===== src/rtl/sar_pkg.sv =====
package sar_pkg;
  // register map of the bus port
  typedef enum logic {
    REG_CTRL_DATA = 1'b0,
    REG_STATUS    = 1'b1
  } reg_addr_e;

  // control word fields
  localparam int CTRL_GO_BIT   = 2;
  localparam int CTRL_REF_LSB  = 0;
  // status word fields
  localparam int STAT_DONE_BIT = 0;
endpackage


===== src/rtl/sar_step.sv =====
module sar_step #(
  parameter int DW = 8,
  localparam int IW = (DW > 1) ? $clog2(DW) : 1
) (
  input  logic          clk,
  input  logic          rst,
  input  logic          go,
  input  logic          cmp,
  output logic [DW-1:0] code,
  output logic [DW-1:0] result,
  output logic [IW-1:0] idx,
  output logic          busy,
  output logic          done
);
  // first trial: top bit cleared, every other bit set
  function automatic logic [DW-1:0] first_trial();
    logic [DW-1:0] t;
    t = '1;
    t[DW-1] = 1'b0;
    return t;
  endfunction

  // settle bit i with the comparator answer, open the next bit down
  function automatic logic [DW-1:0] advance(input logic [DW-1:0] c,
                                            input logic [IW-1:0] i,
                                            input logic b);
    logic [DW-1:0] t;
    t = c;
    t[i] = b;
    if (i != '0) t[i - 1'b1] = 1'b0;
    return t;
  endfunction

  logic [DW-1:0] next_code;
  logic          last_step;

  assign next_code = advance(code, idx, cmp);
  assign last_step = busy && (idx == '0);

  always_ff @(posedge clk) begin
    if (rst) begin
      code   <= '0;
      result <= '0;
      idx    <= '0;
      busy   <= 1'b0;
      done   <= 1'b0;
    end else if (go) begin
      code <= first_trial();
      idx  <= IW'(DW - 1);
      busy <= 1'b1;
      done <= 1'b0;
    end else if (busy) begin
      code <= next_code;
      if (last_step) begin
        busy   <= 1'b0;
        done   <= 1'b1;
        result <= next_code;
      end else begin
        idx <= idx - 1'b1;
      end
    end
  end
endmodule


===== src/rtl/ref_decode.sv =====
module ref_decode #(
  parameter int NREF = 4,
  localparam int RW = (NREF > 1) ? $clog2(NREF) : 1
) (
  input  logic [RW-1:0]   sel,
  output logic [NREF-1:0] lines
);
  for (genvar g = 0; g < NREF; g++) begin : g_line
    assign lines[g] = (sel == RW'(g));
  end
endmodule


===== src/rtl/port_regs.sv =====
module port_regs
  import sar_pkg::*;
#(
  parameter int DW = 8,
  parameter int NREF = 4,
  localparam int RW = (NREF > 1) ? $clog2(NREF) : 1
) (
  input  logic          clk,
  input  logic          rst,
  input  logic          cyc,
  input  logic          stb,
  input  logic          we,
  input  logic          adr,
  input  logic [DW-1:0] wdata,
  input  logic          done,
  input  logic [DW-1:0] result,
  output logic [DW-1:0] rdata,
  output logic          ack,
  output logic          go,
  output logic [RW-1:0] ref_sel
);
  logic          access;
  logic          wr_ctrl;
  logic [DW-1:0] status_word;

  assign access  = cyc && stb;
  assign ack     = access;
  assign wr_ctrl = access && we && (reg_addr_e'(adr) == REG_CTRL_DATA);
  assign go      = wr_ctrl && wdata[CTRL_GO_BIT];

  always_comb begin
    status_word = '0;
    status_word[STAT_DONE_BIT] = done;
  end

  assign rdata = (reg_addr_e'(adr) == REG_STATUS) ? status_word : result;

  always_ff @(posedge clk) begin
    if (rst) ref_sel <= '0;
    else if (wr_ctrl) ref_sel <= wdata[CTRL_REF_LSB +: RW];
  end
endmodule


===== src/rtl/sar_adc_port.sv =====
module sar_adc_port #(
  parameter int DW = 8,
  parameter int NREF = 4,
  localparam int RW = (NREF > 1) ? $clog2(NREF) : 1,
  localparam int IW = (DW > 1) ? $clog2(DW) : 1
) (
  input  logic            clk_i,
  input  logic            rst_i,
  input  logic            cyc_i,
  input  logic            stb_i,
  input  logic            we_i,
  input  logic            adr_i,
  input  logic [DW-1:0]   dat_i,
  output logic [DW-1:0]   dat_o,
  output logic            ack_o,
  input  logic            cmp_i,
  output logic [DW-1:0]   dac_o,
  output logic            hold_o,
  output logic [NREF-1:0] ref_o
);
  // internal events brought out by name for the checker
  logic          start_w;
  logic          busy_w;
  logic          done_w;
  logic [IW-1:0] bit_idx;
  logic [DW-1:0] result_w;
  logic [RW-1:0] ref_sel_w;

  port_regs #(.DW(DW), .NREF(NREF)) u_regs (
    .clk(clk_i), .rst(rst_i), .cyc(cyc_i), .stb(stb_i), .we(we_i),
    .adr(adr_i), .wdata(dat_i), .done(done_w), .result(result_w),
    .rdata(dat_o), .ack(ack_o), .go(start_w), .ref_sel(ref_sel_w)
  );

  sar_step #(.DW(DW)) u_step (
    .clk(clk_i), .rst(rst_i), .go(start_w), .cmp(cmp_i),
    .code(dac_o), .result(result_w), .idx(bit_idx),
    .busy(busy_w), .done(done_w)
  );

  ref_decode #(.NREF(NREF)) u_ref (
    .sel(ref_sel_w), .lines(ref_o)
  );

  assign hold_o = busy_w;
endmodule


===== config.mk =====
export PLATFORM = sky130hd
export DESIGN_NAME = sar_adc_port
export DESIGN_NICKNAME = d
export VERILOG_FILES = /design/src/rtl/sar_pkg.sv /design/src/rtl/sar_step.sv /design/src/rtl/ref_decode.sv /design/src/rtl/port_regs.sv /design/src/rtl/sar_adc_port.sv
export SDC_FILE = /design/constraint.sdc
export NUM_CORES = 1
export LEC_CHECK = 0
export BUFFER_PORTS_ARGS = -buffer_cell sky130_fd_sc_hd__buf_2
export CAP_MARGIN = 5
export CORE_MARGIN = 3
export CORE_UTILIZATION = 50
export CTS_CLUSTER_DIAMETER = 150
export DETAILED_ROUTE_END_ITERATION = 10
export GPL_TIMING_DRIVEN = 0
export PLACE_DENSITY = 0.83
export SYNTH_ARGS = -nofsm -noshare
export SYNTH_HDL_FRONTEND = slang
export SYNTH_HIERARCHICAL = 1
export SYNTH_SLANG_ARGS = --single-unit

===== constraint.sdc =====
create_clock -name clk_i -period 5.1 [get_ports clk_i]
set_input_delay 0.765 -clock clk_i [delete_from_list [all_inputs] [get_ports clk_i]]
set_output_delay 0.765 -clock clk_i [all_outputs]
set_load 0.01 [all_outputs]

==> results of run 1 <==
-- flip-flops by register name (all words and copies together), names as in the netlist --
signal          flops
u_regs/ref_sel      2
u_step/busy         1
u_step/code         8
u_step/done         1
u_step/idx          3
u_step/result       8
-- final cells by class --
type,count,area (um2)
Buffer,11,61.31
Clock buffer,4,26.28
Fill cell,234,962.2
Inverter,12,45.04
Multi-Input combinational cell,120,847.1
Sequential cell,23,460.4
Tap cell,30,37.54
Timing Repair Buffer,30,150.1
-- logic make-up after synthesis --
group           count (synthesis)  synth area share [%]
flops                          23                 32.57
compound gates                 39                 20.44
simple gates                   67                 29.12
mux                            12                 8.584
fa+ha+maj                       2                 1.770
buf+inv                        23                 7.521
-- worst max-delay path by stage --
stage / endpoint / slack (ns)
5_1_grt: u_step/result[3]$_SDFFE_PP0P_ / 2.68
2_1_floorplan: u_step/result[0]$_SDFFE_PP0P_ / 3.03
3_5_place_dp: u_step/result[1]$_SDFFE_PP0P_ / 2.54
4_1_cts: u_step/result[1]$_SDFFE_PP0P_ / 2.86
3_3_place_gp: u_step/result[1]$_SDFFE_PP0P_ / 2.59
6_report: u_step/result[1]$_SDFFE_PP0P_ / 2.84
-- worst reg2reg max path: cells and delay by family, from the launching register on --
family | cells | cell delay (ns)
AO/OA/AOI/OAI | 2 | 0.66
AND/OR/NAND/NOR | 1 | 0.36
flip-flops | 1 | 0.43
adder cells (fa/ha/maj) | 1 | 0.26
buffers and inverters | 3 | 0.44
-- cell usage in the layout (no fill, tap or decap), types with 9 or more instances in the layout --
cell,Yosys,routed
a2111oi_0,13,13
buf_2,2,32
nor2_1,11,11
a21oi_1,10,10
inv_1,12,12
mux2i_1,11,11
and2b_2,9,9
dfxtp_1,23,23
-- per-layer routing --
layer	GRT usage, %	part of all wire (%)	vias to the layer above
met3	2.832	5.5	2
li1	-	-	673
met1	30.67	45	643
met4	3.883	0.40	0
met5	0	0	-
met2	37.22	49	46
-- where the power goes --
part / total (W) / leakage, nW / switching (W) / internal [W]
registers: 0.000182 / 0.185 / 0.00000143 / 0.000181
clock network: 0.0000831 / 0.0150 / 0.0000527 / 0.0000304
logic: 0.0000331 / 0.467 / 0.0000191 / 0.0000140
total: 0.000299 / 0.668 / 0.0000732 / 0.000225
-- per-stage QoR --
step,cells,util [%]
after detailed placement,226,61.84
after CTS,230,62.85
after global placement,226,61.84
final,230,62.85
after global routing,230,62.85
after floorplan,166,-
==> run metrics, run 1 <==
Least-Margin Pin Slew approximately 0.5 ns; Post-synth EDFFs 0; crit path cell chain buf_2, and4b_4, and2_2, clkbuf_1, inv_1, a21o_1, o32ai_1; Clock Latency Late Sink about 0.30 ns; Crit Path Max Fanout 10; ratio of cells with drive above 1 in the final layout ~27%; sequential area share after synthesis roughly 33%; synth unique cells 35; Synth Flop Type dfxtp_1; root buffer cell clkbuf_4; Hold WS 0.4664 ns; die height between 50 and 60 um; Leakage around 0.67 nW; Syn Std Cell Area between 0.001 and 0.0015 mm2; Hold WC Path Type reg -> reg; Initial Util around 55%; global route overflow 0; H-tree lvl count 1; register-to-register setup slack ~2.8 ns; R2R depth 7; count of cells along the worst hold path 2; Diodes inserted 0; top-area cell type share of the netlist area between 30% and 40%; Crit-path slowest cell clkbuf_1; setup TNS 0 ns; Inserted Clock Buffers 3; Total Routed Length between 3000 and 4000 um; Placed Area ~0.0016 mm2; hold_sp u_step/result[4]$_SDFFE_PP0P_; Critical Path Stages 7; Post-CTS Setup Bufs 0; pin count of the biggest net entering global routing 13; Clock Skews 0.003950 ns; total track usage between 20 and 25%; Synth Register Bits 23; status completed; worst path bufs/invs 3; Vias approximately 1,400; PD cells 183.4 mW/mm2; Slew headroom between 60% and 70%; minimum clock period between 2 and 2.5 ns; Final GP Congestion between 0.8 and 0.9; cts repair resizes 0; delay-heaviest family, CP buffers and inverters; Final Hold Fails 0; Syn Area/Cell between 8 and 9 um2; first-pass GRT wire length between 6000 and 7000 um; CTS tree done; Remaining DRCs 0; top cells by area, synth dfxtp_1 (33%), a2111oi_0 (8.1%), mux2i_1 (7.8%), and2b_2 (5.6%), o32ai_1 (5.0%); Worst setup SP type input port; Worst-path clk slew roughly 0.12 ns; FMAX 442.4 MHz; vias in the first global route approximately 1,300; most frequent cell after synthesis dfxtp_1; Layout Area Growth over Synthesis 15.13%; # nets final 218; CTS Hold Bufs 0; synth warn 6; fin crit share 44.32%; VDD IR max between 0.0001 and 0.00015 V; Setup Crit Path Kind in -> reg; Total Power between 0.0002 and 0.0003 W; largest area contributor in the netlist dfxtp_1; initial antenna violation count 0; max incr delay on CP between 0.3 and 0.4 ns; Clock Tree Buf Depth 2; starting DRC count in detailed routing 62; RSZ-0062 raised after global routing no; CTS sink count 23; die area around 0.0035 mm2; CP required between 5 and 6 ns; FFs w/ async S/R, synth 0%; Detail Placement HPWL roughly 2700 um; crit end category flop; final setup margin 2.840 ns; drt pass-1 iters 4; WP data arrival approximately 2.5 ns; dpl ws 2.537 ns; Mapped Nets ~180; Die Wd ~59 um; wire length per cell 15.30 um; max cap viols 0; endpoints failing setup 0; Worst Setup SP adr_i; Top Ports 37; Hold Path Sink u_step/result[4]$_SDFFE_PP0P_; FF-to-FF End u_step/code[5]$_SDFFE_PP0P_; Core Rows 18; commonest cells in the netlist dfxtp_1 (23), a2111oi_0 (13), inv_1 (12); core footprint around 0.0026 mm2; post-synthesis cell count 166; Slew Limit Fails 0; R2R Path Start u_step/idx[0]$_SDFFE_PP0P_; vias per cell around 5.9; Detail Route Antenna Nets 0; Finished Cell Area roughly 0.0016 mm2; port bufs 30
Power figures use the tool's default switching activity.
==> run 2, diff against run 1 <==
==> constraint.sdc (replaced) <==
create_clock -name clk_i -period 2.1 [get_ports clk_i]
set_input_delay 0.315 -clock clk_i [delete_from_list [all_inputs] [get_ports clk_i]]
set_output_delay 0.315 -clock clk_i [all_outputs]
set_load 0.01 [all_outputs]
==> run 2 against run 1 <==
Cell area increased by 3.0%. Global-route usage decreased by 0.090 points. Clock power increased by 140%. First-iteration DRC count decreased by 23%. Utilization increased by 1.9 points. Via count about the same. Worst setup slack got worse by 2.7 ns. Power increased by 140%. Final cell count decreased by 0.43%. Combinational power increased to 2.6 times the previous value. Critical path type is now reg -> reg. Critical endpoint is now u_step/code[6]$_SDFFE_PP0P_. Largest cell class unchanged. Highest routed layer unchanged.
==> run metrics, run 2 (synthesized netlist as in run 1, its figures left out) <==
status completed; Final GP Congestion around 0.87; core footprint about 0.0026 mm2; Total Power roughly 0.00073 W; Least-Margin Pin Slew between 0.5 and 0.6 ns; register-to-register setup slack 0.10 ns; Final Hold Fails 0; crit end category flop; ratio of cells with drive above 1 in the final layout 31.66%; PD cells about 430 mW/mm2; Crit-path slowest cell or3b_1; Top Ports 37; Final Instance Count excl. Fillers between 200 and 250; Leakage approximately 0.67 nW; Clock Latency Late Sink 0.30 ns; Vias roughly 1,400; Diodes inserted 0; crit path cell chain buf_6, inv_1, ha_1, or3b_1, a2111oi_2, a2111oi_1; vias in the first global route 1,323; Crit Path Max Fanout 10; drt pass-1 iters 4; final setup margin approximately 0.10 ns; H-tree lvl count 1; Clock Skews 0.003299 ns; endpoints failing setup 0; Layout Area Growth over Synthesis 18.58%; Initial Util 54.59%; Slew headroom about three fifths; Slew Limit Fails 0; R2R depth 6; CP required 2.28 ns; cts repair resizes 4; Hold WC Path Type in -> reg; Detail Placement HPWL between 2000 and 3000 um; Inserted Clock Buffers 3; minimum clock period between 1.5 and 2 ns; VDD IR max between 0.0003 and 0.0004 V; DP Cell Count 226; fin crit share 95.18%; top flop regs u_step/code (8), u_step/result (8), u_step/idx (3); CTS sink count 23; pin count of the biggest net entering global routing 13; Post-CTS Setup Bufs 0; max incr delay on CP between 0.5 and 0.6 ns; Remaining DRCs 0; CTS tree done; die area 0.003502 mm2; most frequent cells in the layout buf_2 (32), dfxtp_1 (22), inv_1 (12); # nets final ~220; global route overflow 0; most common cell after layout, fill and taps aside buf_2; port bufs 30; wire length per cell about 16 um; dpl ws -0.05383 ns; Core Rows 18; max cap viols 0; die height 59.18 um; Total Routed Length 3612 um; count of cells along the worst hold path 2; first-pass GRT wire length 6058 um; vias per cell 5.961; initial antenna violation count 0; Clock Tree Buf Depth 2; Die Wd 59.18 um; root buffer cell clkbuf_4; Worst-path clk slew between 0.1 and 0.15 ns; total track usage about 22%; Fillers around 230; RSZ-0062 raised after global routing yes; CTS Hold Bufs 0; FMAX about 500 MHz; Worst setup SP type flop; Setup Crit Path Kind reg -> reg; starting DRC count in detailed routing 48; WP data arrival 2.18 ns; Detail Route Antenna Nets 0
[run 2: cell types whose count changed in the layout (fill, tap and decap cells not counted), sizes merged]
cell    before  now
clkbuf      10    9
[run 2: final timing paths]
| path | from | to |
|---|---|---|
| max | u_step/idx[0]$_SDFFE_PP0P_ | u_step/code[6]$_SDFFE_PP0P_ |
| min | rst_i | u_step/code[6]$_SDFFE_PP0P_ |
| max reg2reg | u_step/idx[0]$_SDFFE_PP0P_ | u_step/code[6]$_SDFFE_PP0P_ |
| min reg2reg | u_step/result[5]$_SDFFE_PP0P_ | u_step/result[5]$_SDFFE_PP0P_ |
[run 2: final cells by class]
type | count | area, um2 | share of cell area, %
multi-input combinational | 120 | 893.4 | 53.28
sequential | 23 | 464.2 | 27.69
timing repair buffer | 30 | 150.1 | 8.955
buffer | 10 | 60.06 | 3.582
inverter | 12 | 45.04 | 2.687
tap | 30 | 37.54 | 2.239
clock buffer | 4 | 26.28 | 1.567
[run 2: stage by stage]
step	hold slack, ns	util [%]	setup TNS, ns	instance area, um2
floorplan	0.3918	-	0	1414
global placement	0.4454	61.84	0	1602
detailed placement	0.4456	61.84	-0.1293	1602
CTS	0.2683	63.04	0	1633
global route	0.2762	64.73	-0.06939	1677
finish	0.2724	64.73	0	1677
[run 2: metal layers]
layer / vias up / share of wire (%) / GRT usage [%] / wire length [um]
li1: 667 / - / - / -
met1: 645 / 44 / 30.40 / 1597
met2: 47 / 49 / 37.38 / 1785
met3: 6 / 5.5 / 2.832 / 197
met4: 0 / 0.89 / 3.560 / 32
met5: - / 0 / 0 / 0
[run 2: where the power goes]
part / total, W / switching (W) / internal [W]
Clock: 0.000202 / 0.000128 / 0.0000738
Combinational: 0.0000847 / 0.0000495 / 0.0000352
Sequential: 0.000442 / 0.00000351 / 0.000439
Total: 0.000729 / 0.000181 / 0.000548
[run 2: worst max-delay path, delay by kind of cell (launching register included)]
family                   cells  cell delay, ns
AO/OA/AOI/OAI                2            0.51
AND/OR/NAND/NOR              1            0.53
buffers and inverters        2            0.24
adder cells (fa/ha/maj)      1            0.23
flip-flops                   1            0.38
==> run 3, diff against run 2 <==
--- a/config.mk
+++ b/config.mk
@@ -8,11 +8,11 @@
 export BUFFER_PORTS_ARGS = -buffer_cell sky130_fd_sc_hd__buf_2
 export CAP_MARGIN = 5
 export CORE_MARGIN = 3
-export CORE_UTILIZATION = 50
+export CORE_UTILIZATION = 47
 export CTS_CLUSTER_DIAMETER = 150
 export DETAILED_ROUTE_END_ITERATION = 10
 export GPL_TIMING_DRIVEN = 0
-export PLACE_DENSITY = 0.83
+export PLACE_DENSITY = 0.82
 export SYNTH_ARGS = -nofsm -noshare
 export SYNTH_HDL_FRONTEND = slang
 export SYNTH_HIERARCHICAL = 1
==> constraint.sdc (replaced) <==
create_clock -name clk_i -period 1.66 [get_ports clk_i]
set_input_delay 0.249 -clock clk_i [delete_from_list [all_inputs] [get_ports clk_i]]
set_output_delay 0.249 -clock clk_i [all_outputs]
set_load 0.01 [all_outputs]
==> run 3 against run 2 <==
The flow now finishes with violations (negative setup slack). Combinational power grew 65%. Hold slack lost 0.095 ns. Clock skew grew 0.0013 ns. Non-clock buffer count grew 5. Final cell count grew 2.6%. Cell area grew 15%. Via count grew 9.8%. Sequential cell count is the same. Die area grew 5.7%.
==> run metrics, run 3 (synthesized netlist as in run 1, its figures left out) <==
die height between 60 and 70 um; fin crit share 101.4%; Clock Latency Late Sink between 0.3 and 0.4 ns; Inserted Clock Buffers 3; Worst-path clk slew 0.12 ns; starting DRC count in detailed routing 148; core footprint 0.002805 mm2; wire length per cell roughly 18 um; Setup Crit Path Kind reg -> reg; R2R depth 6; CTS tree done; Final Hold Fails 0; max cap viols 0; Total Routed Length roughly 4300 um; power share of the sequential group between 50% and 60%; hold_sp dat_i[0]; Clock Skews 0.004571 ns; drt pass-1 iters 5; clock power share about 28%; status finished, violations left; Initial Util slightly above 50%; count of cells along the worst hold path 3; most common cell after layout, fill and taps aside buf_2; Crit-path slowest cell dfxtp_4; delay-heaviest family, CP compound AO/OA/AOI/OAI gates; WP data arrival between 1.5 and 2 ns; Slew headroom roughly three fifths; Reg area 467.9 um2; Vias between 1,000 and 1,500; Least-Margin Pin Slew just under 0.6 ns; Comb power frac 14.4%; minimum clock period about 1.7 ns; Hold WS 0.1770 ns; Detail Placement HPWL ~2700 um; # nets final ~220; endpoints failing setup 1; Placed Area between 0.0015 and 0.002 mm2; Die Wd between 60 and 70 um; Slew Limit Fails 0; top flop regs u_step/code (8), u_step/result (8), u_step/idx (3); CTS Hold Bufs 0; max incr delay on CP ~0.4 ns; H-tree lvl count 1; Fillers between 200 and 250; CTS sink count 23; Finished Cell Area a little under 0.002 mm2; Hold Path Sink u_regs/ref_sel[0]$_SDFFE_PP0P_; Core Rows 19; ratio of cells with drive above 1 in the final layout a little over two fifths; initial antenna violation count 0; port bufs 30; Hold WC Path Type in -> reg; Final GP Congestion around 0.91; FMAX 593.8 MHz; setup TNS -0.02406 ns; first-pass GRT wire length 6596 um; internal power between 0.0007 and 0.0008 W; global route overflow 0; switching share of total power a little over a quarter; crit end category flop; switching pwr 0.0002593 W; Layout Area Growth over Synthesis 36.02%; RSZ-0062 raised after global routing yes; vias in the first global route 1,431; most frequent cells in the layout buf_2 (31), dfxtp_1 (21), nor2_1 (11), mux2i_1 (11), inv_1 (10); total track usage about a quarter; R2R Path Start u_step/idx[0]$_SDFFE_PP0P_; Worst setup SP type flop; register-to-register setup slack -0.02 ns; Crit Path Max Fanout 7; Detail Route Antenna Nets 0; Leakage between 0.7 and 0.8 nW; failing checks negative setup slack; crit path cell chain inv_6, ha_4, or3_4, buf_8, a2111oi_4, a2111oi_2; VDD IR max around 0.00034 V; FF-to-FF End u_step/code[2]$_SDFFE_PP0P_; root buffer cell clkbuf_4; Diodes inserted 0; worst path bufs/invs 2; Clock Tree Buf Depth 2; vias per cell around 6.4; multi-input logic area roughly 0.0011 mm2; Remaining DRCs 0; CP required 1.85 ns; Top Ports 37; PD cells 502.3 mW/mm2; pin count of the biggest net entering global routing 13; final setup margin -0.02406 ns; die area between 0.003 and 0.004 mm2
[run 3: cell count changes in the layout (fill, tap and decap cells not counted), moves of 2 or more]
cell and change:
clkbuf_2 +2, buf_4 +6, a2111oi_4 +7, ha_4 +2, nand2_1 -2, clkbuf_1 -2, inv_1 -2, a2111oi_2 -3
a2111oi_0 -5
[run 3: area by class of cell]
class / instances / share of cell area [%]
multi-input cells: 120 / 55.50
well taps: 31 / 2.017
flip-flops and latches: 23 / 24.33
inverters: 12 / 2.733
plain buffers: 8 / 3.318
clock buffers: 4 / 1.366
repair buffers: 37 / 10.74
[run 3: worst min-delay path, stage by stage]
cell      delay [ns]
buf_2           0.09
nand2b_1        0.05
mux2i_1         0.06
[run 3: power groups by stage]
stage                     clock [W]  sequential [W]  combinational (W)
after global routing       0.000294        0.000561           0.000148
after floorplan                   0        0.000572          0.0000792
after detailed placement          0        0.000573           0.000117
after global placement            0        0.000572           0.000114
after CTS                  0.000275        0.000560           0.000134
final                      0.000267        0.000559           0.000140
[run 3: metal layers]
metal | up-vias | track usage, % | wire [um]
li1 | 688 | - | -
met1 | 725 | 31.63 | 1723
met2 | 77 | 38.17 | 2114
met3 | 9 | 3.617 | 336
met4 | 0 | 12.38 | 80
met5 | - | 0 | 0
[run 3: how the worst max path moves through the flow]
stage / endpoint / cells past startpoint / from / slack [ns]
5_1_grt: u_step/code[2]$_SDFFE_PP0P_ / 6 / u_step/idx[0]$_SDFFE_PP0P_ / -0.09
6_report: u_step/code[2]$_SDFFE_PP0P_ / 6 / u_step/idx[0]$_SDFFE_PP0P_ / -0.02
3_3_place_gp: u_step/code[5]$_SDFFE_PP0P_ / 6 / adr_i / -0.45
3_5_place_dp: u_step/result[3]$_SDFFE_PP0P_ / 7 / adr_i / -0.48
4_1_cts: u_step/code[5]$_SDFFE_PP0P_ / 7 / u_step/idx[0]$_SDFFE_PP0P_ / -0.05
2_1_floorplan: u_step/code[6]$_SDFFE_PP0P_ / 7 / u_step/idx[0]$_SDFFE_PP0P_ / -0.06
[run 3: what timing repair did]
item                       CTS  global route
setup endpoints to repair   16            15
setup buffers                6             1
pin swaps                   11             6
resized for setup           20            16
[run 3: per-stage QoR]
step | total power [W] | util (%) | instances | setup slack, ns
global route | 0.001003 | 68.55 | 235 | -0.08925
global placement | 0.0006860 | 61.51 | 227 | -0.4459
floorplan | 0.0006511 | - | 166 | -0.06420
finish | 0.0009659 | 68.55 | 235 | -0.02406
CTS | 0.0009701 | 67.84 | 237 | -0.04525
detailed placement | 0.0006898 | 61.51 | 227 | -0.4833
